## config.mk

```make
export PLATFORM = sky130hd
export DESIGN_NAME = rsv_monitor
export DESIGN_NICKNAME = d
export VERILOG_FILES = /design/src/rtl/rsv_pkg.sv /design/src/rtl/rsv_fault_check.sv /design/src/rtl/rsv_granule_reg.sv /design/src/rtl/rsv_cr_gen.sv /design/src/rtl/rsv_monitor.sv
export SDC_FILE = /design/constraint.sdc
export NUM_CORES = 1
export LEC_CHECK = 0
export BUFFER_PORTS_ARGS = -buffer_cell sky130_fd_sc_hd__buf_2
export CELL_PAD_IN_SITES_DETAIL_PLACEMENT = 0
export CELL_PAD_IN_SITES_GLOBAL_PLACEMENT = 2
export CORE_UTILIZATION = 27
export DETAILED_ROUTE_END_ITERATION = 10
export GPL_TIMING_DRIVEN = 0
export PLACE_DENSITY_LB_ADDON = 0.08
export SLEW_MARGIN = 15
export SYNTH_ARGS = -nofsm -noshare
export SYNTH_HDL_FRONTEND = slang
export SYNTH_HIERARCHICAL = 1
export SYNTH_SLANG_ARGS = --single-unit
```

## constraint.sdc

```tcl
create_clock -name clk_i -period 1.9 [get_ports clk_i]
set_input_delay 0.19 -clock clk_i [delete_from_list [all_inputs] [get_ports clk_i]]
set_output_delay 0.19 -clock clk_i [all_outputs]
set_load 0.05 [all_outputs]
```

## src/rtl/rsv_pkg.sv

```systemverilog
package rsv_pkg;
  typedef enum logic [1:0] {
    EXC_NONE    = 2'd0,
    EXC_ALIGN   = 2'd1,
    EXC_DSI_WT  = 2'd2,
    EXC_DSI_LCK = 2'd3
  } exc_e;

  typedef struct packed {
    logic lt;
    logic gt;
    logic eq;
    logic so;
  } crf_t;
endpackage

```

## src/rtl/rsv_fault_check.sv

```systemverilog
module rsv_fault_check
  import rsv_pkg::*;
#(
  parameter int ADDR_W = 32
) (
  input  logic [ADDR_W-1:0] addr_i,
  input  logic [3:0]        wimg_i,
  input  logic              dc_locked_i,
  output exc_e              exc_o
);
  logic misaligned, write_thru;

  assign misaligned = |addr_i[1:0];
  assign write_thru = wimg_i[3] & ~wimg_i[2];

  // fixed priority: alignment, attribute, lock
  always_comb begin
    if (misaligned)       exc_o = EXC_ALIGN;
    else if (write_thru)  exc_o = EXC_DSI_WT;
    else if (dc_locked_i) exc_o = EXC_DSI_LCK;
    else                  exc_o = EXC_NONE;
  end
endmodule

```

## src/rtl/rsv_granule_reg.sv

```systemverilog
module rsv_granule_reg #(
  parameter int TAG_W = 27
) (
  input  logic             clk_i,
  input  logic             rst_ni,
  input  logic             set_i,
  input  logic             clr_i,
  input  logic [TAG_W-1:0] tag_i,
  input  logic             snp_valid_i,
  input  logic [TAG_W-1:0] snp_tag_i,
  output logic             hit_o,
  output logic             valid_o
);
  logic             valid_q;
  logic [TAG_W-1:0] tag_q;
  logic             kill;

  assign kill    = snp_valid_i & valid_q & (snp_tag_i == tag_q);
  // snoop in the same cycle wins over a conditional store
  assign hit_o   = valid_q & (tag_i == tag_q) & ~kill;
  assign valid_o = valid_q;

  always_ff @(posedge clk_i or negedge rst_ni) begin
    if (!rst_ni) begin
      valid_q <= 1'b0;
      tag_q   <= '0;
    end else if (set_i) begin
      valid_q <= 1'b1;
      tag_q   <= tag_i;
    end else if (clr_i || kill) begin
      valid_q <= 1'b0;
    end
  end
endmodule

```

## src/rtl/rsv_cr_gen.sv

```systemverilog
module rsv_cr_gen
  import rsv_pkg::*;
(
  input  logic active_i,
  input  logic is_sc_i,
  input  logic rc_i,
  input  logic pass_i,
  input  logic so_i,
  output logic wr_o,
  output logic undef_o,
  output crf_t cr_o
);
  always_comb begin
    cr_o    = '0;
    wr_o    = 1'b0;
    undef_o = 1'b0;
    if (active_i) begin
      if (is_sc_i) begin
        wr_o    = 1'b1;
        undef_o = ~rc_i;
        cr_o.eq = pass_i;
        cr_o.so = so_i;
      end else if (rc_i) begin
        wr_o    = 1'b1;
        undef_o = 1'b1;
      end
    end
  end
endmodule

```

## src/rtl/rsv_monitor.sv

```systemverilog
module rsv_monitor
  import rsv_pkg::*;
#(
  parameter int ADDR_W     = 32,
  parameter int GRANULE_LG = 5
) (
  input  logic              clk_i,
  input  logic              rst_ni,
  input  logic              req_valid_i,
  input  logic              req_is_sc_i,
  input  logic [ADDR_W-1:0] req_addr_i,
  input  logic [3:0]        req_wimg_i,
  input  logic              req_dc_locked_i,
  input  logic              req_rc_i,
  input  logic              xer_so_i,
  input  logic              snp_valid_i,
  input  logic [ADDR_W-1:0] snp_addr_i,
  output logic              rsv_valid_o,
  output logic              done_o,
  output logic              sc_pass_o,
  output logic [1:0]        exc_o,
  output logic              cr_wr_o,
  output logic              cr_undef_o,
  output logic [3:0]        cr_o
);
  localparam int TAG_W = ADDR_W - GRANULE_LG;

  exc_e             exc_d;
  logic             fault, active, hit, pass_d;
  logic             cr_wr_d, cr_undef_d;
  crf_t             cr_d;
  logic [TAG_W-1:0] req_tag, snp_tag;

  assign req_tag = req_addr_i[ADDR_W-1:GRANULE_LG];
  assign snp_tag = snp_addr_i[ADDR_W-1:GRANULE_LG];

  rsv_fault_check #(.ADDR_W(ADDR_W)) u_fault (
    .addr_i      (req_addr_i),
    .wimg_i      (req_wimg_i),
    .dc_locked_i (req_dc_locked_i),
    .exc_o       (exc_d)
  );

  assign fault  = (exc_d != EXC_NONE);
  assign active = req_valid_i & ~fault;

  rsv_granule_reg #(.TAG_W(TAG_W)) u_granule (
    .clk_i       (clk_i),
    .rst_ni      (rst_ni),
    .set_i       (active & ~req_is_sc_i),
    .clr_i       (active & req_is_sc_i),
    .tag_i       (req_tag),
    .snp_valid_i (snp_valid_i),
    .snp_tag_i   (snp_tag),
    .hit_o       (hit),
    .valid_o     (rsv_valid_o)
  );

  assign pass_d = active & req_is_sc_i & hit;

  rsv_cr_gen u_cr (
    .active_i (active),
    .is_sc_i  (req_is_sc_i),
    .rc_i     (req_rc_i),
    .pass_i   (pass_d),
    .so_i     (xer_so_i),
    .wr_o     (cr_wr_d),
    .undef_o  (cr_undef_d),
    .cr_o     (cr_d)
  );

  always_ff @(posedge clk_i or negedge rst_ni) begin
    if (!rst_ni) begin
      done_o     <= 1'b0;
      sc_pass_o  <= 1'b0;
      exc_o      <= EXC_NONE;
      cr_wr_o    <= 1'b0;
      cr_undef_o <= 1'b0;
      cr_o       <= '0;
    end else begin
      done_o     <= req_valid_i;
      sc_pass_o  <= pass_d;
      exc_o      <= req_valid_i ? exc_d : EXC_NONE;
      cr_wr_o    <= cr_wr_d;
      cr_undef_o <= cr_undef_d;
      cr_o       <= cr_d;
    end
  end
endmodule

```

# == After elaboration in Yosys (flattened, before gate mapping) ==
# Index checks and enable logic that the tools add are counted.
# classes
n_addsub,0
multipliers,0
div_mod_pow,0
magnitude_cmp,0
eq_ne,2
shift,0
n_mux,13
bitwise,14
reduce_logical,4
# ops
cell,n
$eq A27 B27 Y1,2
$mux W2,6
$and A1 B1 Y1,9
$mux W1,7
$not A1 Y1,5
$reduce_bool A2 Y1,2
$reduce_or A2 Y1,1
$logic_or A1 B1 Y1,1
# totals
regBits,36
latchBits,0
ram_bits,0
romBits,0
input_bits,76
out_inout_bits,11
elab_cells,41
n_memories,0

# == Logic depth before layout (Yosys ltp) ==
# logic_depth
ltp_word,11
ltp_mapped,8
depth_no_buf,7

# == Hierarchy ==
# The synthesis kept the hierarchy.
# modules_own_cells
mod,n_inst,cells_per_inst,area_per_inst_um2,seq_area_each_um2
rsv_granule_reg,1,147,1715.4,700.7
rsv_monitor,1,16,300.3,250.2
rsv_cr_gen,1,10,63.8,0.0
rsv_fault_check,1,4,33.8,0.0

# == Least setup slack after synthesis ==
# Ideal clock, no wire load.
# synth_timing
path_kind,in2reg
startpoint,input port req_wimg_i[2]
endpoint,register u_granule.tag_q[10]
setup_time_ns,0.128
t_arrival_ns,1.981
path_slack_ns,-0.208
stages,7
path_buffers,2
cell_sequence,nand2b_4 -> a211o_1 -> nor3b_4 -> nor2b_1 -> clkbuf_1 -> buf_2 -> mux2_1
# synth_via
elab_chain_cells,8
# synth_rtl
item,line,source
"start, declared",rsv_monitor.sv:12,"input logic [3:0] req_wimg_i,"
$not A1 Y1,rsv_fault_check.sv:14,assign write_thru = wimg_i[3] & ~wimg_i[2];
$and A1 B1 Y1,rsv_fault_check.sv:14,
$mux W2,rsv_fault_check.sv:19,else if (write_thru) exc_o = EXC_DSI_WT;
$mux W2,rsv_fault_check.sv:18,if (misaligned) exc_o = EXC_ALIGN;
named net exc_d[0],rsv_monitor.sv:28,exc_e exc_d;
$reduce_bool A2 Y1,rsv_monitor.sv:44,assign fault = (exc_d != EXC_NONE);
$not A1 Y1,rsv_monitor.sv:45,assign active = req_valid_i & ~fault;
$and A1 B1 Y1,rsv_monitor.sv:45,
named net active,rsv_monitor.sv:29,"logic fault, active, hit, pass_d;"
$and A1 B1 Y1,rsv_monitor.sv:50,".set_i (active & ~req_is_sc_i),"
"end signal, assigned",rsv_granule_reg.sv:29,tag_q <= tag_i;
"end, declared",rsv_granule_reg.sv:15,logic [TAG_W-1:0] tag_q;
# The timed path passes the listed nets, and every way through them passes these cells.
# A chain may end at the register's enable or synchronous reset.

==> flow_summary.rst <==
.. list-table::
   :header-rows: 1

   * - Metric
     - Value
   * - RSZ-0062 raised after global routing
     - yes
   * - Met2 wire length
     - about 2500 um
   * - CTS Hold Buffers Added
     - 0
   * - Synth top area cells
     - sky130_fd_sc_hd__dfrtp_1 (45%), sky130_fd_sc_hd__xor2_1 (12%), sky130_fd_sc_hd__mux2_1 (10%)
   * - Sum Neg Setup Slack
     - -0.0214 ns
   * - Dominant combinational cell family by area after synthesis
     - XOR/XNOR gates
   * - Worst stage delay on the critical path
     - roughly 0.54 ns
   * - Skew-Pair Late Insertion Delay
     - 0.29 ns
   * - Detailed-routing wirelength on met1
     - about 2400 um
   * - Post-synthesis cell area
     - around 2100 um^2
   * - Slew Viols, Final
     - 0
   * - Synth-to-Final Area Change
     - 33.0%
   * - Portion of netlist area occupied by mux cells
     - 0.144
   * - Wire length per cell
     - between 10 and 15 um
   * - Peak clock frequency supported by timing
     - 0.520 GHz
   * - Share of final-layout standard cells stronger than drive strength 1
     - 0.414
   * - Largest net degree at the start of global routing
     - 39
   * - Register area share after synthesis
     - 0.450
   * - Setup Crit Path Kind
     - register to register
   * - Arrival @ worst endpoint
     - roughly 2.1 ns
   * - Library cell used as clock root buffer
     - sky130_fd_sc_hd__clkbuf_8
   * - Synthesized-area fraction occupied by ao, oa, aoi and oai cells
     - 0.0178
   * - Setup slack of the most critical reg-to-reg path
     - -0.02 ns
   * - Initial antenna violation count
     - 0
   * - Initial cell density of the core
     - 0.285
   * - Number of buffer and inverter stages on the critical path
     - 0
   * - Clock-pin slew reported for the worst setup and hold paths after clock tree synthesis
     - roughly 0.080 ns
   * - Uppermost layer routed
     - met4
   * - Die Area
     - a little over 8000 um^2
   * - Ant. Diodes
     - 0
   * - Most frequent standard cell in the layout excluding fill and tap cells
     - sky130_fd_sc_hd__buf_2
   * - Syn avg cell area
     - around 12 um^2
   * - Post-Synth Simple-Gate Area
     - 0.135
   * - TritonCTS clock tree
     - yes
   * - Wire length after detailed routing
     - 5210 um
   * - Max cap viols
     - 0
   * - Placer Congestion
     - between 0.6 and 0.7
   * - Via count of the first global-routing pass
     - around 1700
   * - Maximum clock skew at final layout
     - ~0.002 ns
   * - Antenna-violating nets left
     - 0
   * - I/O pin cnt
     - 87
   * - # nets final
     - about 340
   * - Chip width
     - approximately 90 um
   * - Global-route wire length before repair
     - between 8000 and 9000 um
   * - First-pass iteration count of the detailed router
     - 4
   * - Startpoint type of the worst setup path
     - register
   * - Count of final hold-check violations
     - 0
   * - Remaining max-slew budget at the tightest pin
     - 0.414
   * - Unique cell type count in the Yosys netlist
     - 31
   * - Commonest cells after routing, fill and taps aside
     - sky130_fd_sc_hd__buf_2 (76), sky130_fd_sc_hd__dfrtp_1 (37), sky130_fd_sc_hd__xor2_1 (30)
   * - Vertical extent of the die
     - between 90 and 100 um
   * - Dominant cell type by area after synthesis
     - sky130_fd_sc_hd__dfrtp_1
   * - Num CTS Buffers
     - 5
   * - Result of the run
     - finished, violations left
   * - Worst endpoint required time
     - roughly 2.1 ns
   * - Peak supply drop
     - just over 0.3 mV
   * - Vias post-DR
     - between 1500 and 2000
   * - Slew at the pin closest to its max-slew limit
     - ~0.88 ns
   * - Violated checks
     - negative setup slack
   * - CP endpoint kind
     - register
   * - Final total power
     - 2610 uW
   * - CTS sink count
     - 38
   * - Worst-path fanout max
     - 2
   * - Wire length on met3
     - ~270 um
   * - Slowest CP cell
     - sky130_fd_sc_hd__or4_4
   * - Detailed Route Iter0 Violations
     - 49
   * - DRC Markers
     - 0
   * - CORE AREA
     - approximately 7400 um^2
   * - Total power per unit cell area
     - a little over 900 nW/um^2
   * - Final critical delay including setup and external delays
     - 1.92 ns
   * - Warning count from the yosys run
     - 6
   * - Buffers added on ports
     - 76
   * - H-tree levels
     - 2
   * - Buffers from clock root to sink, at most
     - 2
   * - Synthesized instance count
     - around 180
   * - Reported leakage power
     - about 0.0013 uW
   * - Vias/cell
     - ~4.3
   * - Flop and latch count out of synthesis
     - 38
   * - Portion of synthesized cell area occupied by the leading cell type
     - 0.450
   * - Cells along the critical path
     - xor2_1, or4_4, nor4_4, a2111oi_2, and3_1, and3_1
   * - Synthesized-area fraction occupied by xor and xnor cells
     - 0.224
   * - Global router's overall resource usage
     - 0.136
   * - Worst hold path class
     - primary input to async pin
   * - Critical R2R Launch
     - u_granule/tag_q[5]$_DFFE_PN0P_
   * - Dominant delay contributor by cell family on the critical path
     - simple AND/OR/NAND/NOR gates
   * - Most repeated library cell on the critical path
     - sky130_fd_sc_hd__and3_1
   * - Final setup vio count
     - 1
   * - Final HPWL DP
     - just over 4000 um
   * - Site Rows
     - 31
   * - Final setup margin
     - -0.0214 ns
   * - Sum of overflow across all layers after global routing
     - 0
   * - Part of the cycle the worst path needs
     - 1.01
   * - FF-to-FF path depth
     - 6
   * - Share of synthesized cell area in full adder, half adder and majority cells
     - 0.00592
   * - Endpoint of the worst-slack reg-to-reg timing path
     - cr_o[1]$_DFF_PN0_
## flip-flops by register name, indices dropped and copies added, names as in the netlist
name               count
u_granule/valid_o      1
cr_wr_o                1
cr_o                   4
sc_pass_o              1
u_granule/tag_q       27
cr_undef_o             1
exc_o                  2
done_o                 1
## cell families (layout without fill, tap and decap cells)
group | Yosys count | count (layout)
xor gates and xnor gates | 54 | 54
and+or+nand+nor | 41 | 41
DFF | 38 | 38
muxes | 27 | 27
buffers and inverters | 10 | 98
AOI/OAI and AO/OA | 5 | 5
adders and majority gates | 1 | 1
other | 1 | 2
## worst max path at each step
stage	slack, ns	cells past startpoint	end	from
2_1_floorplan	0.03	6	u_granule/tag_q[0]$_DFFE_PN0P_	req_wimg_i[2]
3_3_place_gp	-0.46	7	u_granule/tag_q[8]$_DFFE_PN0P_	req_wimg_i[2]
3_5_place_dp	-0.49	7	u_granule/tag_q[6]$_DFFE_PN0P_	req_wimg_i[2]
4_1_cts	-0.06	6	cr_o[1]$_DFF_PN0_	u_granule/tag_q[5]$_DFFE_PN0P_
5_1_grt	-0.13	6	cr_o[1]$_DFF_PN0_	u_granule/tag_q[5]$_DFFE_PN0P_
6_report	-0.02	6	cr_o[1]$_DFF_PN0_	u_granule/tag_q[5]$_DFFE_PN0P_
## synthesized netlist by cell type (all sizes together)
library cell  count
nand3             1
nand4bb           1
buf               3
ha                1
nand4b            2
and2              4
a2111oi           1
clkbuf            2
a211oi            1
nand4             8
a31oi             1
nor3              1
a21oi             1
dfrtp            38
nor3b             1
nand2b            1
mux2             27
nor2b             2
nand2             5
nor4             10
or4               1
inv               5
xnor2            24
xor2             30
nor2              1
conb              1
a211o             1
and3              3
## layout make-up
cell class | count | area, um^2
Fill cell | 794 | 4600
Multi-Input combinational cell | 130 | 1160
Sequential cell | 38 | 952
Timing Repair Buffer | 81 | 418
Tap cell | 99 | 124
Clock buffer | 5 | 68.8
Clock inverter | 3 | 40.0
Buffer | 4 | 33.8
Inverter | 5 | 18.8
## per-stage QoR
step | setup slack, ns | utilization | cell area, um^2 | hold slack (ns) | instances
floorplan | 0.0286 | - | 2120 | -0.106 | 178
global placement | -0.465 | 0.355 | 2630 | 0.340 | 353
detailed placement | -0.490 | 0.355 | 2630 | 0.342 | 353
CTS | -0.0586 | 0.378 | 2800 | 0.0329 | 365
global route | -0.127 | 0.379 | 2810 | 0.0206 | 365
finish | -0.0214 | 0.379 | 2810 | 0.0163 | 365
## per-layer routing
| layer | up-vias | global-route usage |
|---|---|---|
| li1 | 788 | - |
| met1 | 729 | 0.183 |
| met2 | 45 | 0.213 |
| met3 | 2 | 0.0387 |
| met4 | 0 | 0.0363 |
| met5 | - | 0 |
## worst reg2reg max path, stage by stage (launching register included)
cell                        delay, ns
sky130_fd_sc_hd__dfrtp_1         0.40
sky130_fd_sc_hd__xor2_1          0.16
sky130_fd_sc_hd__or4_4           0.54
sky130_fd_sc_hd__nor4_4          0.28
sky130_fd_sc_hd__a2111oi_2       0.11
sky130_fd_sc_hd__and3_1          0.18
sky130_fd_sc_hd__and3_1          0.14
## power by group
part / leakage [uW] / total (uW) / switching (uW) / internal (uW)
combinational: 0.000799 / 796 / 399 / 398
sequential: 0.000471 / 1130 / 158 / 970
clock: 0.0000579 / 682 / 295 / 387
total: 0.00133 / 2610 / 852 / 1750
## timing repair
| item | 4_1_cts | 5_1_grt |
|---|---|---|
| pin swaps | 7 | 1 |
| gates resized for setup | 6 | 2 |
| setup endpoints to repair | 20 | 10 |
| buffers inserted | 4 | 1 |
Power figures use the tool's default switching activity.
